`src/rtl/ecl_pkg.sv`:
```
package ecl_pkg;

   localparam int unsigned CODE_W = 3;
   localparam int unsigned N_EVT  = 7;

   typedef enum logic [CODE_W-1:0] {
      ERR_NONE    = 3'd0,
      ERR_VALID   = 3'd1,
      ERR_CONF    = 3'd2,
      ERR_SLIP    = 3'd3,
      ERR_CRC     = 3'd4,
      ERR_PARITY  = 3'd5,
      ERR_BIPHASE = 3'd6,
      ERR_NOLOCK  = 3'd7
   } err_code_e;

   // bit i of the vector carries the strobe whose code is i
   typedef logic [N_EVT:1] evt_vec_t;

endpackage

```
`src/rtl/ecl_sel_qual.sv`:
```
module ecl_sel_qual #(
   parameter int unsigned SYNC_STAGES    = 2,
   parameter int unsigned CLR_MIN_CYCLES = 8
) (
   input  logic clk_i,
   input  logic rst_ni,
   input  logic sel_i,
   output logic sel_s_o,
   output logic clr_o
);

   localparam int unsigned CNT_MAX = CLR_MIN_CYCLES + 1;
   localparam int unsigned CNT_W   = $clog2(CNT_MAX + 1);

   logic [SYNC_STAGES-1:0] sync_q;
   logic [CNT_W-1:0]       hi_cnt_q;

   generate
      if (SYNC_STAGES == 1) begin : g_sync_one
         always_ff @(posedge clk_i or negedge rst_ni) begin
            if (!rst_ni) sync_q <= '0;
            else         sync_q <= sel_i;
         end
      end else begin : g_sync_chain
         always_ff @(posedge clk_i or negedge rst_ni) begin
            if (!rst_ni) sync_q <= '0;
            else         sync_q <= {sync_q[SYNC_STAGES-2:0], sel_i};
         end
      end
   endgenerate

   assign sel_s_o = sync_q[SYNC_STAGES-1];

   // counts sampled-high cycles before the current one, saturating past the limit
   always_ff @(posedge clk_i or negedge rst_ni) begin
      if (!rst_ni) begin
         hi_cnt_q <= '0;
      end else if (!sel_s_o) begin
         hi_cnt_q <= '0;
      end else if (hi_cnt_q != CNT_W'(CNT_MAX)) begin
         hi_cnt_q <= hi_cnt_q + 1'b1;
      end
   end

   assign clr_o = sel_s_o && (hi_cnt_q == CNT_W'(CLR_MIN_CYCLES));

endmodule

```
`src/rtl/ecl_prio_enc.sv`:
```
module ecl_prio_enc
   import ecl_pkg::*;
#(
   parameter bit CRC_NEEDS_PRO = 1'b1
) (
   input  evt_vec_t           evt_i,
   input  logic               pro_i,
   output logic [CODE_W-1:0]  code_o
);

   evt_vec_t qual;

   generate
      for (genvar gi = 1; gi <= N_EVT; gi++) begin : g_qual
         if (CRC_NEEDS_PRO && (gi == int'(ERR_CRC))) begin : g_gated
            assign qual[gi] = evt_i[gi] & pro_i;
         end else begin : g_plain
            assign qual[gi] = evt_i[gi];
         end
      end
   endgenerate

   always_comb begin
      code_o = '0;
      for (int i = 1; i <= int'(N_EVT); i++) begin
         if (qual[i]) code_o = CODE_W'(i);
      end
   end

endmodule

```
`src/rtl/ecl_sticky.sv`:
```
module ecl_sticky
   import ecl_pkg::*;
(
   input  logic               clk_i,
   input  logic               rst_ni,
   input  logic               clr_i,
   input  logic [CODE_W-1:0]  new_i,
   output logic [CODE_W-1:0]  code_o
);

   always_ff @(posedge clk_i or negedge rst_ni) begin
      if (!rst_ni) begin
         code_o <= '0;
      end else if (clr_i) begin
         code_o <= new_i;
      end else if (new_i > code_o) begin
         code_o <= new_i;
      end
   end

endmodule

```
`src/rtl/err_code_latch.sv`:
```
module err_code_latch
   import ecl_pkg::*;
#(
   parameter int unsigned SYNC_STAGES    = 2,
   parameter int unsigned CLR_MIN_CYCLES = 8,
   parameter bit          CRC_NEEDS_PRO  = 1'b1
) (
   input  logic       clk_i,
   input  logic       rst_ni,
   input  logic       sel_i,
   input  logic       evt_validity_i,
   input  logic       evt_conf_i,
   input  logic       evt_slip_i,
   input  logic       evt_crc_i,
   input  logic       evt_parity_i,
   input  logic       evt_biphase_i,
   input  logic       evt_nolock_i,
   input  logic       pro_mode_i,
   output logic [2:0] code_o,
   output logic       code_valid_o
);

   generate
      if (SYNC_STAGES < 1) begin : g_bad_sync
         $error("err_code_latch: SYNC_STAGES must be at least 1");
      end
      if (CLR_MIN_CYCLES < 1) begin : g_bad_clr
         $error("err_code_latch: CLR_MIN_CYCLES must be at least 1");
      end
   endgenerate

   evt_vec_t            evt;
   logic                sel_s;
   logic                clr;
   logic [CODE_W-1:0]   new_code;
   logic [CODE_W-1:0]   code_q;

   assign evt = {evt_nolock_i, evt_biphase_i, evt_parity_i, evt_crc_i,
                 evt_slip_i, evt_conf_i, evt_validity_i};

   ecl_sel_qual #(
      .SYNC_STAGES    (SYNC_STAGES),
      .CLR_MIN_CYCLES (CLR_MIN_CYCLES)
   ) i_sel_qual (
      .clk_i   (clk_i),
      .rst_ni  (rst_ni),
      .sel_i   (sel_i),
      .sel_s_o (sel_s),
      .clr_o   (clr)
   );

   ecl_prio_enc #(
      .CRC_NEEDS_PRO (CRC_NEEDS_PRO)
   ) i_prio_enc (
      .evt_i  (evt),
      .pro_i  (pro_mode_i),
      .code_o (new_code)
   );

   ecl_sticky i_sticky (
      .clk_i  (clk_i),
      .rst_ni (rst_ni),
      .clr_i  (clr),
      .new_i  (new_code),
      .code_o (code_q)
   );

   assign code_o       = code_q;
   assign code_valid_o = ~sel_s;

endmodule

```
`config.mk`:
```
export PLATFORM = sky130hd
export DESIGN_NAME = err_code_latch
export DESIGN_NICKNAME = d
export VERILOG_FILES = /design/src/rtl/ecl_pkg.sv /design/src/rtl/ecl_sel_qual.sv /design/src/rtl/ecl_prio_enc.sv /design/src/rtl/ecl_sticky.sv /design/src/rtl/err_code_latch.sv
export SDC_FILE = /design/constraint.sdc
export NUM_CORES = 1
export LEC_CHECK = 0
export CORE_UTILIZATION = 30
export DETAILED_ROUTE_END_ITERATION = 8
export PLACE_DENSITY_LB_ADDON = 0.3
export RECOVER_POWER = 25
export SYNTH_ARGS = -nofsm -noshare
export SYNTH_HDL_FRONTEND = slang
export SYNTH_SLANG_ARGS = --single-unit
```
`constraint.sdc`:
```
create_clock -name clk_i -period 1.55 [get_ports clk_i]
set_input_delay 0.2325 -clock clk_i [delete_from_list [all_inputs] [get_ports clk_i]]
set_output_delay 0.2325 -clock clk_i [all_outputs]
set_load 0.01 [all_outputs]
```
; Yosys cells after proc, flatten, opt, wreduce, memory -nomap -nowiden
; Index checks and enable logic that the tools add are counted.
[op_classes]
order_cmp = 1
add_sub_neg = 1
n_eq_ne = 3
shift = 0
multipliers = 0
div = 0
bitwise = 2
mux = 11
n_reduce_logical = 2
[op_table]
columns = cell, count
row1 = two-way mux 3 bit, 6
row2 = two-way mux 4 bit, 2
row3 = "adder 4 x 1 -> 4 bit, second input constant", 1
row4 = "equality test 4 bit, second input constant", 1
row5 = two-way mux 2 bit, 2
row6 = "!= test 4 bit, second input constant", 1
row7 = greater-than comparator 3 bit, 1
row8 = "!= test 2 bit, second input constant", 1
row9 = nonzero test 2 bit, 1
row10 = AND 1 bit, 1
row11 = logical AND 1 bit, 1
row12 = two-way mux 1 bit, 1
row13 = NOT 1 bit, 1
[word_totals]
latch_bits = 0
register_bits = 9
input_bits = 11
romBits = 0
elab_cells = 23
n_memories = 0
mem_bits_rw = 0

; Logic depth before layout (Yosys ltp)
; Gate-level depths: netlist of the first run.
[depth]
ltp_word = 10
mapped_depth = 8

; Modules after synthesis
; A second synthesis of the first run with hierarchy kept.
[hier_totals]
hier_cells = 58
hier_area_um2 = 580.6
[modules_own_cells]
columns = module, instances, seq_area_each_um2, area_each_um2, cells_per_inst
row1 = ecl_sel_qual, 1, 150.1, 296.5, 24
row2 = ecl_sticky, 1, 75.1, 226.5, 22
row3 = ecl_prio_enc, 1, 0.0, 53.8, 11
row4 = err_code_latch, 1, 0.0, 3.8, 1

; Worst setup path after synthesis of the first run
; No wires, ideal clock.
[synth_timing]
kind = input to register
start = in evt_conf_i
end = reg i_sticky.code_o[1]
setup_ps = 125
path_slack_ps = -134
cell_stages = 8
path_buffers = 0
arrival_time_ps = 1559
cell_sequence = inv_1 > a21o_1 > a221oi_2 > ha_1 > nand3_1 > o21ai_1 > o21ai_2 > mux2_4
[synth_between]
elab_chain_cells = 8
[synth_rtl]
columns = item, line
row1 = "start, declared", err_code_latch.sv:12  ; input logic evt_conf_i,
row2 = two-way mux 2 bit * (2 in series), ecl_prio_enc.sv:26  ; if (qual[i]) code_o = CODE_W'(i);
row3 = two-way mux 3 bit * (4 in series), ecl_prio_enc.sv:26
row4 = greater-than comparator 3 bit or two-way mux 3 bit (tied branches), ecl_sticky.sv:16  ; end else if (new_i > code_o) begin
row5 = nonzero test 2 bit (no source line) or two-way mux 3 bit (tied branches), n/a
row6 = "end signal, assigned", ecl_sticky.sv:15  ; code_o <= new_i;
row7 = "end signal, assigned", ecl_sticky.sv:17  ; code_o <= new_i;
row8 = "end, declared", ecl_sticky.sv:8  ; output logic [CODE_W-1:0] code_o
; Every way passes the cells marked *; elsewhere a longest branch is shown, timed or not. The select of a mux whose other input is x is not followed.
; A chain may end at the register's enable or synchronous reset.

; Worst setup path after layout of the first run
[layout_timing]
start = in evt_nolock_i
end = reg i_sticky.code_o[1]
[layout_between]
elab_chain_cells = 3
[layout_rtl]
columns = item, line
row1 = "start, declared", err_code_latch.sv:17  ; input logic evt_nolock_i,
row2 = two-way mux 3 bit, ecl_prio_enc.sv:26
row3 = net i_prio_enc.code_o[2], ecl_prio_enc.sv:8  ; output logic [CODE_W-1:0] code_o
row4 = greater-than comparator 3 bit, ecl_sticky.sv:16
row5 = nonzero test 2 bit (no source line), n/a
; The timed path passes the listed nets, and every way through them passes these cells. The select of a mux whose other input is x is not followed.

==> reports/summary.txt, run 1 <==
Crit Path Class -> in -> reg
Synth Area in XOR/XNOR -> 3.286%
PwrDens -> 1256 nW/um^2
N_diodes -> 0
Skew-Pair Late Insertion Delay -> 260 ps
Total power draw -> 0.001001 W
Drt first pass iters -> 2
Cell area after synthesis -> 533.0 um^2
Post-synthesis mux area share -> 11.27%
CP max stage delay -> 320 ps
Register area -> 225.2 um^2
Final ANT Viol Nets -> 0
Port bufs -> 14
Layout cell share with drive strength beyond 1 -> 37.66%
Largest cells by area after synthesis -> dfrtp_1 42%, ha_1 14%, inv_1 6.3%, mux2i_1 5.6%, mux2_4 5.6%
Clk slew on worst S/H paths -> 50 ps
Worst Max-Slew Pin Slew -> 402.6 ps
DRT Wirelength -> 1073 um
WP data required -> 1690 ps
Height of the chip -> 44.15 um
Syn_area_per_cell -> 10.45 um^2
Max rail drop VDD -> 0.0008335 V
H-tree depth -> 1
Footprint of the multi-input gates -> 299.0 um^2
Final setup fails -> 2
Synth Area in Compound Gates -> 12.91%
Post-detail-place hpwl -> 768.1 um
Row count -> 14
TritonCTS clock tree -> done
Logic gate share of total power -> 51.6%
Cells along the critical path -> dlygate4sd2_1, nor2_2, nand2_2, ha_1, nand3_1, o21ai_1, o21ai_2, mux2_4
Rel. slew slack -> 73.07%
Syn Inst Count -> 51
DRC Markers -> 0
Violated checks -> setup timing
Syn Nets -> 68
RSZ-0062 raised after global routing -> true
Post-synth EDFFs -> 0
Pins Over Slew Limit -> 0
Post-route setup slack -> -12.42 ps
Yosys reg bits -> 9
CTS sink count -> 9
Vias in the first global route -> 457
Final Hold Fails -> 0
Sw power -> 0.0003151 W
Worst Hold Class -> in -> async
Overall die width -> 44.15 um
Initial DRC Count -> 2
Status -> complete, but fails checks
Simple-gate share of the synthesized area -> 9.859%
Via/cell ratio -> 4.710
Sequential power share -> 30.9%
Fill cells -> 153
Post-synth top area cell -> dfrtp_1
Critical Path End Type -> flip-flop
Max-Cap Viols -> 0
Pint -> 0.0006861 W
Final core utilization -> 50.56%
CP max-delay cell -> mux2_4
Clk network pwr share -> 17.5%
Area delta synth->final -> 49.53%
CP Max Fanout -> 3
Adder-Cell Fraction of Synth Area -> 14.08%
Fmax -> 640.0 MHz
Fin crit period -> 1562 ps
Nature of the critical path startpoint -> input pin
Global-route wire length before repair -> 1959 um
Largest net degree at the start of global routing -> 10
Num CTS Buffers -> 3
Drt wl/cell -> 11.54 um
Critical Path AT -> 1710 ps
Post-synth cell types -> 19
Deepest clock path buffer count -> 2
Initial antenna violation count -> 0
Seq/Total Area, Yosys -> 42.25%
Clk_skew -> 0.8307 ps
Final period util -> 100.8%
GRT Resource Usage Total -> 14.70%
Leak Pwr -> 0.3964 nW
Initial Utilization -> 33.81%
Sw Ratio -> 31.47%
Total number of vias -> 438
Largest family of logic cells by synthesized area -> adder cells
Grt ovf -> 0
YS warnings -> 0
Main flop type after synthesis -> dfrtp_1
Core Area -> 1577 um^2
Nets -> 95
Die ar. -> 1949 um^2
Num ports -> 15
Yosys top cell area share -> 42.25%
GPL Wtd Cong -> 0.7574
Ys async rst share -> 100.0%
Root buffer cell -> clkbuf_4
==> power by group through the flow <==
stage	clock, W	combinational (W)	sequential, W
final	0.000175	0.000516	0.000310
after floorplan	0	0.000257	0.000329
after global routing	0.000194	0.000575	0.000317
after detailed placement	0	0.000489	0.000314
after global placement	0	0.000482	0.000312
after CTS	0.000184	0.000514	0.000310
==> per-stage QoR <==
stage	instances	instance area (um^2)	hold slack, ps	TNS (ps)	setup WS, ps
after global routing	93	797.0	360.3	-193.1	-69.69
after floorplan	51	540.5	-63.09	-246.8	-123.4
final	93	797.0	335.6	-21.49	-12.42
after detailed placement	86	738.2	341.0	-2436	-827.4
after CTS	92	787.0	270.4	-42.10	-23.11
after global placement	86	738.2	331.3	-2335	-794.1
==> cells by family after synthesis <==
kind of cell / count (synthesis)
AND/OR/NAND/NOR: 11
AO/OA/AOI/OAI: 9
buffers and inverters: 9
flip-flops: 9
adder cells (fa/ha/maj): 6
multiplexers: 5
XOR/XNOR: 2
==> worst max-delay path, delay by kind of cell <==
family	cells	cell delay [ps]
AND/OR/NAND/NOR	3	310
adder cells (fa/ha/maj)	1	290
multiplexers	1	320
buffers and inverters	1	260
AO/OA/AOI/OAI	2	280
==> path summary, 6_finish.rpt <==
path,from,endpoint,slack [ps],depth (start not counted)
worst max-delay path,evt_nolock_i,i_sticky.code_o[1],-10,8
worst min-delay path,rst_ni,i_sel_qual.sync_q[1],340,1
worst max register to register,i_sticky.code_o[2],i_sticky.code_o[1],60,6
worst min register to register,i_sel_qual.sync_q[0],i_sel_qual.sync_q[1],350,0
max in group asynchronous,rst_ni,i_sticky.code_o[1],930,1
min in group clk_i,i_sel_qual.sync_q[0],i_sel_qual.sync_q[1],350,0
==> repair_timing <==
action / CTS / global route
hold buffers: 0 / 0
resized for setup: 35 / 2
pin swaps: 6 / 2
buffers inserted: 2 / 1
setup endpoints to repair: 4 / 3
==> flip-flops by register name, indices dropped and copies added (netlist names) <==
signal / count
i_sel_qual.sync_q: 2
i_sticky.code_o: 3
i_sel_qual.hi_cnt_q: 4
==> placed cells by master, fill, tap and decap left out, drive strengths merged <==
master	n
a211oi	1
a21o	1
a21oi	3
a221oi	1
buf	14
clkbuf	4
clkdlybuf4s15	1
clkdlybuf4s50	3
dfrtp	9
dlygate4sd2	2
dlygate4sd3	2
ha	6
inv	9
mux2	2
mux2i	3
nand2	2
nand3	2
nand3b	1
nand4b	1
nor2	5
o21ai	3
xnor2	1
xor2	1
==> synth_stat cells (2+ instances only) <==
cell,n
dfrtp_1,9
inv_1,9
ha_1,6
nor2_1,5
a21oi_1,3
mux2i_1,3
mux2_4,2
nand2_1,2
nand3_1,2
==> layer usage <==
metal	global-route usage (%)	part of all wire [%]	up-vias
met2	21.18	47	9
met4	7.273	2.1	0
met1	17.86	45	202
li1	-	-	222
met5	0	0	-
met3	7.755	5.6	5
==> final cells by class <==
type                            instances  area share (%)
Multi-Input combinational cell         33           37.52
Sequential cell                         9           28.26
Timing Repair Buffer                   22           23.23
Inverter                                9           5.181
Clock buffer                            4           3.297
Tap cell                               16           2.512
(Power assumes the default switching activity.)
==> run 2: changes to the inputs <==
Settings changed: CORE_UTILIZATION 30 to 31.
==> run 2 against run 1 <==
  * The run still ends with setup timing left
  * Non-clock buffer count increased by 5
  * Count of clock-buffer cells in the layout down 1
  * Combinational power up 15%
  * Critical path depth is the same
  * Largest power group unchanged
  * Routed wire length down 0.75%
  * Sequential power barely moved
==> reports/summary.txt, run 2 (synthesized netlist as in run 1, its figures left out) <==
Num ports -> 15 (unchanged)
Grt met3 use -> 6.667% (-1.1 points)
Hold Slack -> 335.3 ps (-0.3250 ps)
TritonCTS clock tree -> done
Deepest clock path buffer count -> 2 (unchanged)
Reg with most FFs -> i_sel_qual.hi_cnt_q
GPL Wtd Cong -> 0.7441 (-1.8%)
Largest net degree at the start of global routing -> 10 (unchanged)
Fmax -> 643.1 MHz (+0.48%)
Post-CTS Hold Fix Bufs -> 0 (unchanged)
Layout cell share with drive strength beyond 1 -> 43.90% (+6.2 points)
Initial Utilization -> 34.19% (+0.38 points)
Area delta synth->final -> 60.80%
Status -> complete, but fails checks
Total power draw -> 0.001076 W (+7.5%)
Max-Cap Viols -> 0 (unchanged)
Final core utilization -> 54.98% (+4.4 points)
Met1 usage -> 15.67% (-2.2 points)
Post-detail-place hpwl -> 743.8 um (-3.2%)
Row count -> 14 (unchanged)
Max rail drop VDD -> 0.0008905 V (+6.8%)
Commonest non-fill, non-tap cells in the layout -> 13 x buf_4, 9 x dfrtp_1, 8 x inv_1
Leak Pwr -> 0.4313 nW (+8.8%)
Initial antenna violation count -> 0 (unchanged)
Most crowded layer after global routing -> met2
Worst r2r path cells -> 5 (-1)
Port bufs -> 14 (unchanged)
PwrDens -> 1256 nW/um^2 (about the same)
Sequential power share -> 28.6% (-2.3 points)
Final period util -> 100.3% (-0.48 points)
Final setup fails -> 2 (unchanged)
Global-route wire length before repair -> 1773 um (-9.5%)
Critical Path End Type -> flip-flop
Grt met2 use -> 20.91% (-0.27 points)
Most common cell after layout, fill and taps aside -> buf_4
Core Area -> 1559 um^2 (-1.1%)
Final non-filler cell area -> 857.1 um^2 (+7.5%)
Total number of vias -> 451 (+3.0%)
Num CTS Buffers -> 3 (unchanged)
RR Startpoint -> i_sticky.code_o[1]
Sw Ratio -> 32.65% (+1.2 points)
Worst reg2reg setup slack -> 40 ps (-20 ps)
Die ar. -> 1889 um^2 (-3.1%)
Rel. slew slack -> 73.18% (+0.11 points)
Crit Path Class -> in -> reg
Drt first pass iters -> 2 (unchanged)
Sw power -> 0.0003514 W (+12%)
Fin crit period -> 1555 ps (-7.487 ps)
Nature of the critical path startpoint -> input pin
N_diodes -> 0 (unchanged)
Final Hold Fails -> 0 (unchanged)
DRT Wirelength -> 1065 um (-0.75%)
CP Max Fanout -> 3 (unchanged)
Top flop regs -> i_sel_qual.hi_cnt_q (4), i_sticky.code_o (3), i_sel_qual.sync_q (2)
Via/cell ratio -> 4.602 (-2.3%)
End of the critical path -> i_sticky.code_o[1]
Violated checks -> setup timing
H-tree depth -> 1 (unchanged)
Worst reg2reg path endpoint -> i_sticky.code_o[1]
Drt wl/cell -> 10.87 um (-5.8%)
GRT Resource Usage Total -> 13.15% (-1.5 points)
Nets -> 100 (+5.3%)
Grt ovf -> 0 (unchanged)
Skew-Pair Late Insertion Delay -> 260 ps (about the same)
WP data required -> 1690 ps (about the same)
Root buffer cell -> clkbuf_4
Clk slew on worst S/H paths -> 60 ps (about the same)
Overall die width -> 43.47 um (-1.6%)
Post-route setup TNS -> -7.980 ps (+13.51 ps)
Worst Max-Slew Pin Slew -> 400.9 ps (-1.656 ps)
Max reg flops -> 4 (unchanged)
Pint -> 0.0007249 W (+5.7%)
Height of the chip -> 43.47 um (-1.6%)
Clk_skew -> 1.296 ps (+0.4654 ps)
Worst Hold Class -> in -> async
CP Launch Point -> evt_validity_i
RSZ-0062 raised after global routing -> true
Post-route setup slack -> -4.937 ps (+7.487 ps)
Clk network pwr share -> 16.2% (-1.3 points)
Logic gate share of total power -> 55.2% (+3.6 points)
DRC Markers -> 0 (unchanged)
Pins Over Slew Limit -> 0 (unchanged)
Post-place instance area -> 738.2 um^2 (unchanged)
Vias in the first global route -> 437 (-4.4%)
CTS sink count -> 9 (unchanged)
Final ANT Viol Nets -> 0 (unchanged)
Initial DRC Count -> 5 (+3)
Critical Path AT -> 1700 ps (about the same)
[run 2: changes by cell type in the layout (fill, tap and decap cells not counted), sizes merged]
cell | before | now
clkbuf | 4 | 3
clkdlybuf4s15 | 1 | 2
clkinv | 0 | 1
dlygate4sd2 | 2 | 1
buf | 14 | 19
[run 2: worst min-delay path by stage]
stage | from | end | slack [ps] | depth (start not counted)
2_1_floorplan | rst_ni | i_sel_qual.hi_cnt_q[0] | -60 | 0
3_3_place_gp | i_sel_qual.sync_q[0] | i_sel_qual.sync_q[1] | 330 | 0
3_5_place_dp | i_sel_qual.sync_q[0] | i_sel_qual.sync_q[1] | 340 | 0
4_1_cts | rst_ni | i_sel_qual.sync_q[1] | 270 | 1
5_1_grt | rst_ni | i_sel_qual.sync_q[1] | 350 | 1
6_report | rst_ni | i_sel_qual.sync_q[1] | 340 | 1
[run 2: critical path, cell delays in order]
cell	delay (ps)
buf_6	90
a21o_1	170
a221oi_2	280
ha_1	200
inv_1	50
a211oi_2	260
o21ai_4	120
mux2_4	300
[run 2: through the flow]
step	setup slack, ps	cells
finish	-4.937	98
detailed placement	-825.0	86
global placement	-786.9	86
CTS	-19.17	98
floorplan	-123.4	51
global route	-79.88	98
[run 2: area by class of cell]
type | instances | area [um^2]
clock buffer | 3 | 22.52
timing repair buffer | 27 | 230.2
clock inverter | 1 | 5.005
tap | 16 | 20.02
sequential | 9 | 225.2
multi-input combinational | 33 | 312.8
fill | 136 | 701.9
inverter | 9 | 41.29
[run 2: per-layer routing]
layer,share of wire [%],vias to the layer above
met1,45,208
met2,50,9
li1,-,234
met4,0,0
met5,0,-
met3,5.4,0
[run 2: repair_timing]
action                                  in CTS  in global routing
setup buffers                                8                  0
pin swaps                                    9                  4
resized for setup                           38                  4
endpoints found under the setup margin       4                  3
gates cloned                                 0                  0
[run 2: power by group through the flow]
stage	registers, W	logic (W)	clock network (W)
global placement	0.000312	0.000484	0
detailed placement	0.000312	0.000491	0
global route	0.000314	0.000644	0.000199
finish	0.000308	0.000594	0.000175
floorplan	0.000329	0.000257	0
CTS	0.000307	0.000534	0.000184
==> run 3: changes to the inputs <==
Settings changed: CORE_AREA from default to 2 2 39 41, CORE_UTILIZATION 31 to default, DIE_AREA from default to 0 0 41 43.
==> run 3 against run 2 <==
  * The flow still finishes with violations (setup timing)
  * Setup slack got worse by 8.3 ps
  * Worst hold slack worse by 6.9 ps
  * Clock power is essentially flat
  * Maximum frequency fell by 0.53%
  * Critical path depth is the same
  * Via count shrank 6.2%
  * Global-route usage rose by 0.83 points
  * Non-clock buffer count shrank 6
  * Power is 5.0% lower
  * Die area decreased by 6.7%
  * Critical endpoint is now i_sticky.code_o[2]
  * Largest power group unchanged
==> reports/summary.txt, run 3 (synthesized netlist as in run 1, its figures left out) <==
Initial antenna violation count -> 0 (unchanged)
N_diodes -> 0 (unchanged)
Worst Hold Class -> in -> async
Status -> complete, but fails checks
Max rail drop VDD -> 0.0006421 V (-28%)
Placed cells -> 86 (unchanged)
Top flop regs -> i_sel_qual.hi_cnt_q (4), i_sticky.code_o (3), i_sel_qual.sync_q (2)
Reg with most FFs -> i_sel_qual.hi_cnt_q
WP data required -> 1700 ps (about the same)
Deepest clock path buffer count -> 2 (unchanged)
Initial Utilization -> 38.52% (+4.3 points)
Height of the chip -> 43 um (-1.1%)
DRC Markers -> 0 (unchanged)
Max-Cap Viols -> 0 (unchanged)
Critical Path End Type -> flip-flop
Total number of vias -> 423 (-6.2%)
Layout cell share with drive strength beyond 1 -> 39.47% (-4.4 points)
RSZ-0062 raised after global routing -> true
Max reg flops -> 4 (unchanged)
Area delta synth->final -> 53.05%
Fin crit period -> 1563 ps (+8.309 ps)
Vias in the first global route -> 402 (-8.0%)
Final Hold Fails -> 0 (unchanged)
Row count -> 14 (unchanged)
H-tree depth -> 1 (unchanged)
Fin cells -> 92 (-6.1%)
Skew-Pair Late Insertion Delay -> 260 ps (about the same)
Fmax -> 639.7 MHz (-0.53%)
Largest net degree at the start of global routing -> 10 (unchanged)
Port bufs -> 14 (unchanged)
Critical Path AT -> 1710 ps (about the same)
Nature of the critical path startpoint -> input pin
Final core utilization -> 58.95% (+4.0 points)
Worst r2r path cells -> 6 (+1)
Pins Over Slew Limit -> 0 (unchanged)
CTS sink count -> 9 (unchanged)
Final setup fails -> 2 (unchanged)
GPL Wtd Cong -> 0.7415 (-0.35%)
Hold Slack -> 328.4 ps (-6.911 ps)
Worst Max-Slew Pin Slew -> 395.2 ps (-5.760 ps)
TritonCTS clock tree -> done
Via/cell ratio -> 4.598 (about the same)
Drt first pass iters -> 1 (-1)
Crit Path Class -> in -> reg
Commonest non-fill, non-tap cells in the layout -> 9 x dfrtp_1, 8 x inv_1, 7 x buf_4
Num ports -> 15 (unchanged)
Global-route wire length before repair -> 1621 um (-8.6%)
Grt ovf -> 0 (unchanged)
Core Area -> 1384 um^2 (-11%)
Clk_skew -> 6.398 ps (+5.102 ps)
Num CTS Buffers -> 3 (unchanged)
Final period util -> 100.9% (+0.54 points)
Pre-CTS setup slack -> -802.7 ps (+22.32 ps)
Rel. slew slack -> 73.57% (+0.39 points)
DRT Wirelength -> 994 um (-6.7%)
Post-route setup slack -> -13.25 ps (-8.309 ps)
Most common cell after layout, fill and taps aside -> dfrtp_1
Leak Pwr -> 0.3972 nW (-7.9%)
Clk slew on worst S/H paths -> 60 ps (about the same)
Overall die width -> 41 um (-5.7%)
Die ar. -> 1763 um^2 (-6.7%)
CP Max Fanout -> 3 (unchanged)
Drt wl/cell -> 10.80 um (-0.58%)
Violated checks -> setup timing
Total power draw -> 0.001022 W (-5.0%)
GRT Resource Usage Total -> 13.98% (+0.83 points)
Nets -> 94 (-6.0%)
PwrDens -> 1253 nW/um^2 (-0.23%)
Root buffer cell -> clkbuf_4
Post-detail-place hpwl -> 772.2 um (+3.8%)
Initial DRC Count -> 0 (-5)
Final ANT Viol Nets -> 0 (unchanged)
[run 3: changes by cell type in the layout (fill, tap and decap cells not counted)]
cell	before	now
clkdlybuf4s15_1	1	0
clkdlybuf4s50_1	3	4
ha_4	1	2
o21ai_1	1	0
o21ai_0	0	1
o21ai_4	1	0
ha_1	5	4
clkinv_2	1	0
o21ai_2	1	2
buf_4	13	7
clkbuf_1	0	1
[run 3: worst max-delay path, stage by stage]
cell	delay (ps)
buf_6	90
a21o_1	170
a221oi_2	280
ha_1	300
nand3_2	70
o21ai_2	50
o21ai_2	200
mux2_4	320
[run 3: layout make-up]
| cell class | instances | area, um^2 |
|---|---|---|
| sequential | 9 | 225.2 |
| inverter | 9 | 41.29 |
| multi-input combinational | 33 | 317.8 |
| clock buffer | 4 | 26.28 |
| timing repair buffer | 21 | 185.2 |
| fill | 123 | 568.0 |
| tap | 16 | 20.02 |
[run 3: metrics by stage]
step                      setup TNS, ps  area, um^2
after floorplan                  -246.8       540.5
after CTS                        -36.86       785.8
after global routing             -196.7       815.8
after global placement            -2289       738.2
final                            -24.94       815.8
after detailed placement          -2371       738.2
[run 3: power by group]
group | total [W] | switching, W | internal [W] | leakage [nW]
Combinational | 0.000530 | 0.000213 | 0.000317 | 0.276
Clock | 0.000177 | 0.0000784 | 0.0000990 | 0.0150
Sequential | 0.000315 | 0.0000353 | 0.000279 | 0.106
[run 3: repair_timing]
item	4_1_cts	5_1_grt
resized for setup	34	5
endpoints found under the hold margin	0	0
hold buffers	0	0
endpoints found under the setup margin	3	3
pin swaps	7	3
setup buffers	2	0
[run 3: per-layer routing]
layer	track usage, %	up-vias	routed length, um
met2	19.38	11	499
met4	4.000	0	0
met1	18.21	192	426
li1	-	220	-
met3	7.853	0	69
met5	0	-	0
[run 3: path summary, 6_finish.rpt]
check | startpoint | to | slack, ps
worst max-delay path | evt_validity_i | i_sticky.code_o[2] | -10
worst min-delay path | rst_ni | i_sel_qual.hi_cnt_q[2] | 330
worst max register to register | i_sticky.code_o[1] | i_sticky.code_o[2] | 80
worst min register to register | i_sel_qual.sync_q[0] | i_sel_qual.sync_q[1] | 350
max in group asynchronous | rst_ni | i_sticky.code_o[0] | 940
min in group clk_i | i_sel_qual.sync_q[0] | i_sel_qual.sync_q[1] | 350
